### src/rtl/slot_arb_pkg.sv
// Shared types for the slot-priority arbiter.
// Assumes: nothing beyond IEEE 1800-2017.
package slot_arb_pkg;

    // Bus ownership condition as seen by the grant register.
    typedef enum logic {
        ARB_FREE  = 1'b0,
        ARB_OWNED = 1'b1
    } arb_state_e;

endpackage

### src/rtl/slot_priority_pick.sv
// Fixed-priority selector: the lowest-index (most upstream) requester wins.
// Assumes: req is already qualified. The result is combinational, one level per slot.
module slot_priority_pick #(
    parameter int N = 16
) (
    input  logic [N-1:0] req,
    output logic [N-1:0] pick,
    output logic         any
);

    logic [N-1:0] blocked;

    // Each slot is blocked by any request upstream of it.
    assign blocked[0] = 1'b0;
    genvar g;
    generate
        for (g = 1; g < N; g++) begin : g_block
            assign blocked[g] = blocked[g-1] | req[g-1];
        end
        for (g = 0; g < N; g++) begin : g_pick
            assign pick[g] = req[g] & ~blocked[g];
        end
    endgenerate

    // Flags that at least one request is present.
    assign any = |req;

endmodule

### src/rtl/grant_keeper.sv
// Holds the grant. It loads a fresh pick only while the bus is free and drops to
// zero for one cycle when the master lets go.
// Assumes: pick is one-hot or zero. Synchronous active-low reset.
module grant_keeper
    import slot_arb_pkg::*;
#(
    parameter int N = 16
) (
    input  logic         clk,
    input  logic         rst_n,
    input  logic [N-1:0] req,
    input  logic [N-1:0] rel,
    input  logic [N-1:0] pick,
    input  logic         any,
    output logic [N-1:0] grant
);

    arb_state_e state;
    logic       master_done;

    // Ownership condition is derived from the grant register itself.
    assign state = (|grant) ? ARB_OWNED : ARB_FREE;

    // The master lets go by pulsing its release bit or by dropping its request.
    assign master_done = |(grant & (rel | ~req));

    // Grant register: arbitrate when free, hold while owned, clear on release.
    always_ff @(posedge clk) begin
        if (!rst_n) begin
            grant <= '0;
        end else begin
            case (state)
                ARB_FREE:  grant <= any ? pick : '0;
                ARB_OWNED: if (master_done) grant <= '0;
                default:   grant <= '0;
            endcase
        end
    end

endmodule

### src/rtl/owner_encoder.sv
// Turns a one-hot grant into a binary slot index and a busy flag.
// Assumes: onehot has at most one bit set.
module owner_encoder #(
    parameter int N  = 16,
    parameter int IW = 4
) (
    input  logic [N-1:0]  onehot,
    output logic [IW-1:0] index,
    output logic          busy
);

    // OR together the indices of the set bits; only one bit can be set.
    always_comb begin
        index = '0;
        for (int i = 0; i < N; i++) begin
            if (onehot[i]) index = index | IW'(i);
        end
    end

    // Busy while any grant bit is set.
    assign busy = |onehot;

endmodule

### src/rtl/slot_bus_arbiter.sv
// Top level: slot-ordered bus arbiter that runs a full arbitration after every release.
// Assumes: slot 0 is the most upstream slot. Requests are synchronous to clk.
module slot_bus_arbiter #(
    parameter int N  = 16,
    parameter int IW = (N > 1) ? $clog2(N) : 1
) (
    input  logic          clk,
    input  logic          rst_n,
    input  logic [N-1:0]  req,
    input  logic [N-1:0]  rel,
    output logic [N-1:0]  grant,
    output logic [IW-1:0] owner,
    output logic          busy
);

    logic [N-1:0] pick;
    logic         any;

    slot_priority_pick #(.N(N)) u_pick (
        .req  (req),
        .pick (pick),
        .any  (any)
    );

    grant_keeper #(.N(N)) u_keep (
        .clk   (clk),
        .rst_n (rst_n),
        .req   (req),
        .rel   (rel),
        .pick  (pick),
        .any   (any),
        .grant (grant)
    );

    owner_encoder #(.N(N), .IW(IW)) u_enc (
        .onehot (grant),
        .index  (owner),
        .busy   (busy)
    );

endmodule


### config.mk
export PLATFORM = sky130hd
export DESIGN_NAME = slot_bus_arbiter
export DESIGN_NICKNAME = d
export VERILOG_FILES = /design/src/rtl/slot_arb_pkg.sv /design/src/rtl/slot_priority_pick.sv /design/src/rtl/grant_keeper.sv /design/src/rtl/owner_encoder.sv /design/src/rtl/slot_bus_arbiter.sv
export SDC_FILE = /design/constraint.sdc
export NUM_CORES = 1
export LEC_CHECK = 0
export BUFFER_PORTS_ARGS = -buffer_cell sky130_fd_sc_hd__clkbuf_2
export CAP_MARGIN = 20
export CORE_UTILIZATION = 40
export CTS_CLUSTER_DIAMETER = 50
export DETAILED_ROUTE_END_ITERATION = 16
export PLACE_DENSITY_LB_ADDON = 0.3
export REMOVE_ABC_BUFFERS = 1
export SYNTH_ARGS = -nofsm -noshare
export SYNTH_HDL_FRONTEND = slang
export SYNTH_SLANG_ARGS = --single-unit
export TNS_END_PERCENT = 1
### constraint.sdc
create_clock -name clk -period 4.6 [get_ports clk]
set_clock_uncertainty 0.15 [all_clocks]
set_input_delay 0.69 -clock clk [delete_from_list [all_inputs] [get_ports clk]]
set_output_delay 0.69 -clock clk [all_outputs]
set_load 0.005 [all_outputs]
==> results.py, run 1 <==
metrics = {
    "status": {
        "status": "completed",
    },
    "yosys": {
        "muxShareOfSynthArea_pct": 0,
        "synth.top_cells.by_area": "dfxtp_1 (36%), a32o_1 (17%), o21ai_0 (9.1%), nor4_1 (7.8%), inv_1 (7.2%)",
        "synthXorXnorAreaFrac_pct": 0,
        "synth_simple_gate_area_share_pct": 27.84,
        "synth_top_family_by_area": "simple AND/OR/NAND/NOR gates",
        "synth_area_um2": 880.8,
        "synth_fa_ha_area_share_pct": 0,
        "syn_inst": 111,
        "avgSynthCellArea_um2": 7.936,
        "synth_top_area_share_pct": 36.36,
        "yosysSeqAreaShare_pct": 36.36,
        "synth-compound-area-share_pct": 27.70,
        "synth_cell_types": 17,
        "ys.warnings.count": 0,
        "ys_seq_elements": 16,
        "yosys.area.top_type": "dfxtp_1",
    },
    "global_routing": {
        "grt_pass1_wl_um": 4340,
        "antenna_found_initial": 0,
        "grt_pass1_vias": 1001,
        "grt_overflow": 0,
        "grt.total_usage_pct": 23.36,
        "grt_max_degree": 17,
    },
    "cts": {
        "cts_setup_buffers": 0,
        "cts_max_level": 1,
        "cts_resized": 0,
        "ctsHoldBuffers": 0,
        "cts_tree": "yes",
        "clock_path_buffers": 2,
        "cts_root_buf": "clkbuf_4",
        "clkSlewWorstSetupHoldPaths_ns": 0.09,
        "cts_sinks": 16,
        "clk_latency_ns": 0.29,
        "cts-buffers-inserted": 3,
    },
    "critical_path": {
        "r2r-start": "u_keep.grant[12]",
        "regToRegEndpoint": "u_keep.grant[2]",
        "crit_path_end_kind": "register",
        "reg2reg_depth": 5,
        "cp-startpoint": "req[0]",
        "cp.required_ns": 4.68,
        "path_class": "primary input to register",
        "arrival_ns": 2.44,
        "cp_max_fo": 6,
        "worstPathCellList": "clkbuf_2, or4_1, or3_4, or3_4, nor3_2, a32o_1",
        "cp-start-kind": "primary input",
        "cpPeakStageDelay_ns": 0.55,
        "endpoint": "u_keep.grant[13]",
        "cp_common_cell": "or3_4",
        "crit_path_top_delay_cell": "or4_1",
        "r2r_setup_slack_ns": 2.58,
    },
    "timing": {
        "setup_tns_ns": 0,
        "slew_headroom_pct": 29.92,
        "finalHoldViolCount": 0,
        "tightest_slew_ns": 1.047,
        "fmaxAchievable_mhz": 423.9,
        "min_period_over_period_pct": 51.28,
        "fin_crit_ns": 2.359,
        "rsz0062_at_grt": "no",
        "setup_viol": 0,
        "slew_viol_final": 0,
        "whs_ns": 0.4379,
    },
    "finish": {
        "final_cell_mix": "clkbuf_2 (54), inv_1 (17), o21ai_0 (16), dfxtp_1 (16), a32o_1 (15)",
        "layout.cells.most_common": "clkbuf_2",
        "layout-drive-gt1-share_pct": 38.10,
        "instances_no_fill": 195,
        "area_growth_pct": 38.64,
        "n_antenna_cell": 0,
        "largest_register_ffs": 16,
        "largest-register": "u_keep.grant",
        "nets": 203,
        "reg_top3": "u_keep.grant: 16 flops",
        "final_area_um2": 1221,
        "fill_cells": 198,
    },
    "pwr": {
        "report.power.total_mw": 0.3172,
        "p_leak_nw": 0.6291,
        "vdd_drop_max_mv": 0.2160,
        "powerDensity_nw_per_um2": 259.8,
    },
    "routing": {
        "vias_per_cell": 5.559,
        "drt_iter0_drc": 19,
        "wl_per_cell_um": 13.86,
        "wirelength_um": 2703,
        "route.detailed.drc": 0,
        "dr.pass1.iters": 4,
        "antenna_left": 0,
        "via_count": 1084,
    },
    "floorplanning": {
        "fp.dieW_um": 48.93,
        "io_pins": 55,
        "initial_core_util_pct": 43.56,
        "design.core.area_um2": 2022,
        "dieHeight_um": 48.93,
        "die_area_um2": 2394,
        "rows": 16,
    },
    "placement": {
        "hpwl_um": 2179,
        "dpl-instance-area_um2": 1185,
        "io_buffers": 54,
        "placed_cells": 191,
        "place_congestion": 0.8288,
    },
    "min_path": {
        "whs_path_depth": 1,
        "hp-class": "register to register",
    },
    "run": {
        "max_cap_viol_count": 0,
    },
}
-- power by group --
group	switching, mW	internal, mW	leakage, nW
Combinational	0.0449	0.0325	0.479
Sequential	0.00507	0.143	0.129
Clock	0.0438	0.0482	0.0210
-- Yosys cell counts, drive strengths merged --
library cell,instances
o21ai,16
nor2,8
nand4,4
and2,1
or3,2
clkbuf,2
a31o,1
nand3,4
a32o,15
inv,17
nor4,11
a21oi,1
or4,1
nor3,8
nand2,4
dfxtp,16
-- per-stage QoR --
stage	util [%]	worst slack (ns)
floorplan	-	2.147
global placement	58.60	1.967
detailed placement	58.60	1.939
CTS	60.40	2.234
global route	60.40	2.062
finish	60.40	2.241
-- worst max-delay path, delay by kind of cell --
kind | cells | cell delay, ns
AND/OR/NAND/NOR | 4 | 1.48
AO/OA/AOI/OAI | 1 | 0.15
buffers and inverters | 1 | 0.12
-- kinds of logic (layout without fill, tap and decap cells) --
family / count (synthesis) / count (layout)
AOI/OAI and AO/OA: 33 / 33
DFF: 16 / 16
buffers and inverters: 19 / 76
and+or+nand+nor: 43 / 43
-- metal layers --
metal / GRT usage, % / share of wire, % / up-vias
met1: 28.79 / 43 / 487
li1: - / - / 542
met5: 0 / 0 / -
met4: 7.353 / 0.78 / 0
met2: 40.51 / 49 / 52
met3: 4.673 / 7.5 / 3
-- area by class of cell --
type,count,area (um2),area share [%]
Sequential cell,16,320.3,26.23
Tap cell,27,33.78,2.766
Clock buffer,4,36.28,2.971
Inverter,17,63.81,5.225
Multi-Input combinational cell,76,489.2,40.06
Timing Repair Buffer,55,277.8,22.75
-- how the worst min path moves through the flow --
stage,slack [ns],end,from
2_1_floorplan,0.38,u_keep.grant[0],u_keep.grant[0]
3_3_place_gp,0.40,u_keep.grant[0],u_keep.grant[0]
3_5_place_dp,0.42,u_keep.grant[12],u_keep.grant[12]
4_1_cts,0.44,u_keep.grant[12],u_keep.grant[12]
5_1_grt,0.46,u_keep.grant[12],u_keep.grant[12]
6_report,0.44,u_keep.grant[0],u_keep.grant[0]
(Power assumes the default switching activity.)
==> run 2, diff against run 1 <==
- clock period: 4.6 -> 2.3 ns (I/O delays scaled with it)
==> run 2 against run 1 <==
  * Critical path depth unchanged
  * Critical endpoint is now u_keep.grant[14]
  * Sequential share of layout area down 0.60 points
  * Via count up 3.6%
  * Clock power is 100% higher
  * Utilization rose by 1.4 points
  * Non-clock buffer count increased by 3
==> results.py, run 2 (synthesis gave the netlist of run 1 again) <==
metrics = {
    "routing": {
        "wirelength_um": 2688,
        "route.detailed.drc": 0,
        "antenna_left": 0,
        "wl_per_cell_um": 13.58,
        "dr.pass1.iters": 4,
        "vias_per_cell": 5.672,
        "via_count": 1123,
        "drt_iter0_drc": 39,
    },
    "timing": {
        "min_period_over_period_pct": 87.23,
        "fin_crit_ns": 2.006,
        "fin_ws_ns": 0.2936,
        "setup_viol": 0,
        "fmaxAchievable_mhz": 498.4,
        "tightest_slew_ns": 0.6164,
        "finalHoldViolCount": 0,
        "slew_viol_final": 0,
        "whs_ns": 0.1775,
        "slew_headroom_pct": 58.53,
    },
    "global_routing": {
        "grt.total_usage_pct": 23.58,
        "antenna_found_initial": 0,
        "grt_overflow": 0,
        "grt_pass1_wl_um": 4443,
        "grt_pass1_vias": 1022,
        "grt_max_degree": 17,
    },
    "critical_path": {
        "cp_common_cell": "or3_4",
        "path_class": "primary input to register",
        "arrival_ns": 2.09,
        "cp.required_ns": 2.39,
        "r2r-start": "u_keep.grant[13]",
        "regToRegEndpoint": "u_keep.grant[14]",
        "crit_path_top_delay_cell": "or4_1",
        "worst-path-buf-inv": 1,
        "reg2reg_depth": 5,
        "cp-start-kind": "primary input",
        "cp_max_fo": 4,
        "crit_family": "simple AND/OR/NAND/NOR gates",
        "r2r_setup_slack_ns": 0.30,
        "worstPathCellList": "clkbuf_2, or4_1, or3_4, or3_4, nor3_2, a32o_1",
        "cpPeakStageDelay_ns": 0.53,
        "crit_path_end_kind": "register",
    },
    "floorplanning": {
        "die_area_um2": 2394,
        "fp.dieW_um": 48.93,
        "io_pins": 55,
        "initial_core_util_pct": 43.56,
        "dieHeight_um": 48.93,
        "design.core.area_um2": 2022,
        "rows": 16,
    },
    "cts": {
        "cts_tree": "yes",
        "cts_sinks": 16,
        "clkSlewWorstSetupHoldPaths_ns": 0.09,
        "clk_latency_ns": 0.29,
        "clock_path_buffers": 2,
        "cts_setup_buffers": 0,
        "cts-buffers-inserted": 3,
        "cts_root_buf": "clkbuf_4",
        "cts_max_level": 1,
    },
    "finish": {
        "largest_register_ffs": 16,
        "layout-drive-gt1-share_pct": 40.35,
        "area_growth_pct": 41.90,
        "final_cell_mix": "clkbuf_2 (54), inv_1 (17), o21ai_0 (16), dfxtp_1 (16), a32o_1 (15)",
        "nets": 206,
        "n_antenna_cell": 0,
        "instances_no_fill": 198,
        "layout.cells.most_common": "clkbuf_2",
        "largest-register": "u_keep.grant",
        "reg_top3": "u_keep.grant: 16 flops",
    },
    "pwr": {
        "p_leak_nw": 0.6428,
        "report.power.total_mw": 0.6476,
        "powerDensity_nw_per_um2": 518.1,
        "vdd_drop_max_mv": 0.2996,
    },
    "placement": {
        "pre_cts_ws_ns": -0.002500,
        "hpwl_um": 2174,
        "place_congestion": 0.8259,
        "placed_cells": 194,
        "io_buffers": 54,
    },
    "status": {
        "status": "completed",
    },
    "min_path": {
        "hp-class": "primary input to register",
        "hold_end": "u_keep.grant[4]",
        "min_from": "req[4]",
        "whs_path_depth": 2,
    },
    "run": {
        "max_cap_viol_count": 0,
    },
}
==> run 2: changes by cell type in the layout (fill, tap and decap cells not counted) <==
cell	change
nor2_2	+1
buf_4	+3
a21oi_1	-1
nor2_1	-1
a21oi_2	+1
==> run 2: through the flow <==
step | instance area, um2 | TNS (ns) | utilization [%]
finish | 1250 | 0 | 61.82
global route | 1250 | -0.008400 | 61.82
CTS | 1244 | 0 | 61.51
detailed placement | 1207 | -0.002500 | 59.72
global placement | 1207 | 0 | 59.72
floorplan | 873.3 | 0 | -
==> run 2: area by class of cell <==
| type | count | area [um2] |
|---|---|---|
| clock buffer | 4 | 36.28 |
| fill | 203 | 772.0 |
| inverter | 17 | 63.81 |
| multi-input combinational | 76 | 495.5 |
| sequential | 16 | 320.3 |
| tap | 27 | 33.78 |
| timing repair buffer | 58 | 300.3 |
==> run 2: power breakdown <==
part	switching (mW)	internal, mW	leakage (nW)	total (mW)
logic	0.0936	0.0741	0.492	0.168
clock network	0.0884	0.0964	0.0210	0.185
registers	0.00967	0.285	0.129	0.295
total	0.192	0.456	0.643	0.648
==> run 2: worst max-delay path by stage <==
stage / depth (start not counted) / startpoint / slack, ns / endpoint
after global placement: 6 / req[1] / 0.04 / u_keep.grant[13]
after CTS: 5 / u_keep.grant[13] / 0.26 / u_keep.grant[2]
after floorplan: 5 / req[0] / 0.19 / u_keep.grant[13]
after global routing: 5 / u_keep.grant[13] / -0.007 / u_keep.grant[13]
after detailed placement: 6 / req[1] / -0.002 / u_keep.grant[14]
final: 6 / req[1] / 0.29 / u_keep.grant[14]
==> run 2: timing repair <==
item / 4_1_cts / 5_1_grt
resized for setup: 0 / 2
hold buffers: 0 / 0
endpoints found under the setup margin: 0 / 3
==> run 2: metal layers <==
metal | track usage (%) | share of wire [%]
met5 | 0 | 0
met4 | 6.863 | 1.2
met3 | 3.738 | 6.9
met2 | 41.20 | 49
met1 | 29.67 | 43
==> run 3, diff against run 2 <==
- GPL_TIMING_DRIVEN: unset -> 0
==> run 3 against run 2 <==
  * Clock-buffer cell count fell by 1
  * Final area down 3.6%
  * Hold slack worse by 0.0074 ns
  * Critical path depth unchanged
  * Combinational power down 11%
  * First-iteration DRC count down 33%
  * Clock power shrank 21%
  * Total power down 8.9%
==> results.py, run 3 (synthesis gave the netlist of run 1 again) <==
metrics = {
    "pwr": {
        "seqPwrFrac_pct": 50.0,
        "netSwitchingFraction_pct": 31.08,
        "cellInternalPower_mw": 0.4065,
        "comb_power_share_pct": 25.3,
        "vdd_drop_max_mv": 0.3396,
        "p_leak_nw": 0.6186,
        "p_switching_mw": 0.1833,
        "power_frac_clock_pct": 24.7,
        "powerDensity_nw_per_um2": 489.5,
    },
    "critical_path": {
        "crit_path_end_kind": "register",
        "arrival_ns": 2.17,
        "regToRegEndpoint": "u_keep.grant[1]",
        "cp-start-kind": "primary input",
        "r2r_setup_slack_ns": 0.29,
        "path_class": "primary input to register",
        "cp.required_ns": 2.38,
        "r2r-start": "u_keep.grant[2]",
        "cp_max_fo": 6,
        "reg2reg_depth": 4,
        "cp-startpoint": "req[0]",
    },
    "finish": {
        "largest-register": "u_keep.grant",
        "reg_top3": "u_keep.grant: 16 flops",
        "nets": 202,
        "final_area_um2": 1205,
        "area_growth_pct": 36.79,
        "layout-drive-gt1-share_pct": 37.95,
        "largest_register_ffs": 16,
        "layout.cells.most_common": "clkbuf_2",
        "n_antenna_cell": 0,
        "final_core_util_pct": 59.59,
        "final_cell_mix": "clkbuf_2 (54), inv_1 (17), o21ai_0 (16), dfxtp_1 (16), a32o_1 (15)",
    },
    "cts": {
        "ctsHoldBuffers": 0,
        "cts_tree": "yes",
        "cts_sinks": 16,
        "clkSlewWorstSetupHoldPaths_ns": 0.09,
        "cts_root_buf": "clkbuf_4",
        "cts-buffers-inserted": 3,
        "cts_setup_buffers": 0,
        "clock_path_buffers": 2,
        "cts_max_level": 1,
        "clk_latency_ns": 0.28,
        "cts_resized": 0,
    },
    "routing": {
        "wl_met2_um": 1227,
        "route.detailed.drc": 0,
        "wirelength_um": 2548,
        "via_count": 1063,
        "vias_per_cell": 5.508,
        "wl_met1_um": 1150,
        "drt_iter0_drc": 26,
        "top_layer": "met3",
        "dr_wl_met3_um": 170,
        "antenna_left": 0,
        "wl_per_cell_um": 13.20,
        "dr.pass1.iters": 4,
    },
    "floorplanning": {
        "dieHeight_um": 48.93,
        "die_area_um2": 2394,
        "initial_core_util_pct": 43.56,
        "fp.dieW_um": 48.93,
        "rows": 16,
        "design.core.area_um2": 2022,
        "io_pins": 55,
    },
    "global_routing": {
        "grt.total_usage_pct": 22.04,
        "antenna_found_initial": 0,
        "grt_max_degree": 17,
        "grt_pass1_vias": 918,
        "grt_pass1_wl_um": 4084,
        "grt_overflow": 0,
    },
    "status": {
        "status": "completed",
    },
    "min_path": {
        "hold_end": "u_keep.grant[10]",
        "whs_path_depth": 2,
        "min_from": "req[10]",
        "hp-class": "primary input to register",
    },
    "timing": {
        "setup_viol": 0,
        "whs_ns": 0.1701,
        "min_period_over_period_pct": 90.73,
        "slew_viol_final": 0,
        "tightest_slew_ns": 1.054,
        "fin_crit_ns": 2.087,
        "finalHoldViolCount": 0,
        "fmaxAchievable_mhz": 479.2,
        "rsz0062_at_grt": "no",
        "slew_headroom_pct": 29.48,
    },
    "placement": {
        "dpl-instance-area_um2": 1182,
        "io_buffers": 54,
        "hpwl_um": 2092,
        "place_congestion": 0.8915,
    },
    "run": {
        "max_cap_viol_count": 0,
    },
}
run 3: changes by cell type in the layout (fill, tap and decap cells not counted), sizes merged:
cell | previous run | this run
buf | 4 | 0
clkbuf | 58 | 57
run 3: layer usage:
metal,GRT usage [%],vias to the layer above
li1,-,540
met1,29.56,469
met2,35.65,54
met3,4.050,0
met4,6.863,0
met5,0,-
run 3: worst max-delay path, stage by stage:
cell,delay [ns]
clkbuf_2,0.12
or4_1,0.57
or3_4,0.36
or3_4,0.40
nor3_2,0.21
a32o_1,0.17
run 3: stage by stage:
stage                     power (mW)  TNS, ns  std cells  setup slack, ns
after floorplan               0.3736        0        109           0.1918
after CTS                     0.5918        0        193           0.2179
final                         0.5899        0        193           0.2132
after global routing          0.6296        0        193          0.09435
after global placement        0.4451   -6.179        190          -0.3907
after detailed placement      0.4491  -0.2407        190         -0.08505
run 3: how the worst max path moves through the flow:
stage | cells after the start | end
2_1_floorplan | 5 | u_keep.grant[13]
3_3_place_gp | 6 | u_keep.grant[4]
3_5_place_dp | 6 | u_keep.grant[14]
4_1_cts | 6 | u_keep.grant[14]
5_1_grt | 4 | u_keep.grant[1]
6_report | 6 | u_keep.grant[14]
run 3: power groups by stage:
stage / clock network, mW / registers, mW / logic (mW)
after floorplan: 0 / 0.300 / 0.0736
after global placement: 0 / 0.301 / 0.144
after detailed placement: 0 / 0.301 / 0.148
after CTS: 0.149 / 0.295 / 0.149
after global routing: 0.166 / 0.296 / 0.167
final: 0.146 / 0.295 / 0.149
run 3: layout make-up:
| type | instances | area (um2) |
|---|---|---|
| clock buffers | 3 | 22.52 |
| multi-input cells | 76 | 494.2 |
| repair buffers | 54 | 270.3 |
| inverters | 17 | 63.81 |
| well taps | 27 | 33.78 |
| fillers | 201 | 817.0 |
| flip-flops and latches | 16 | 320.3 |
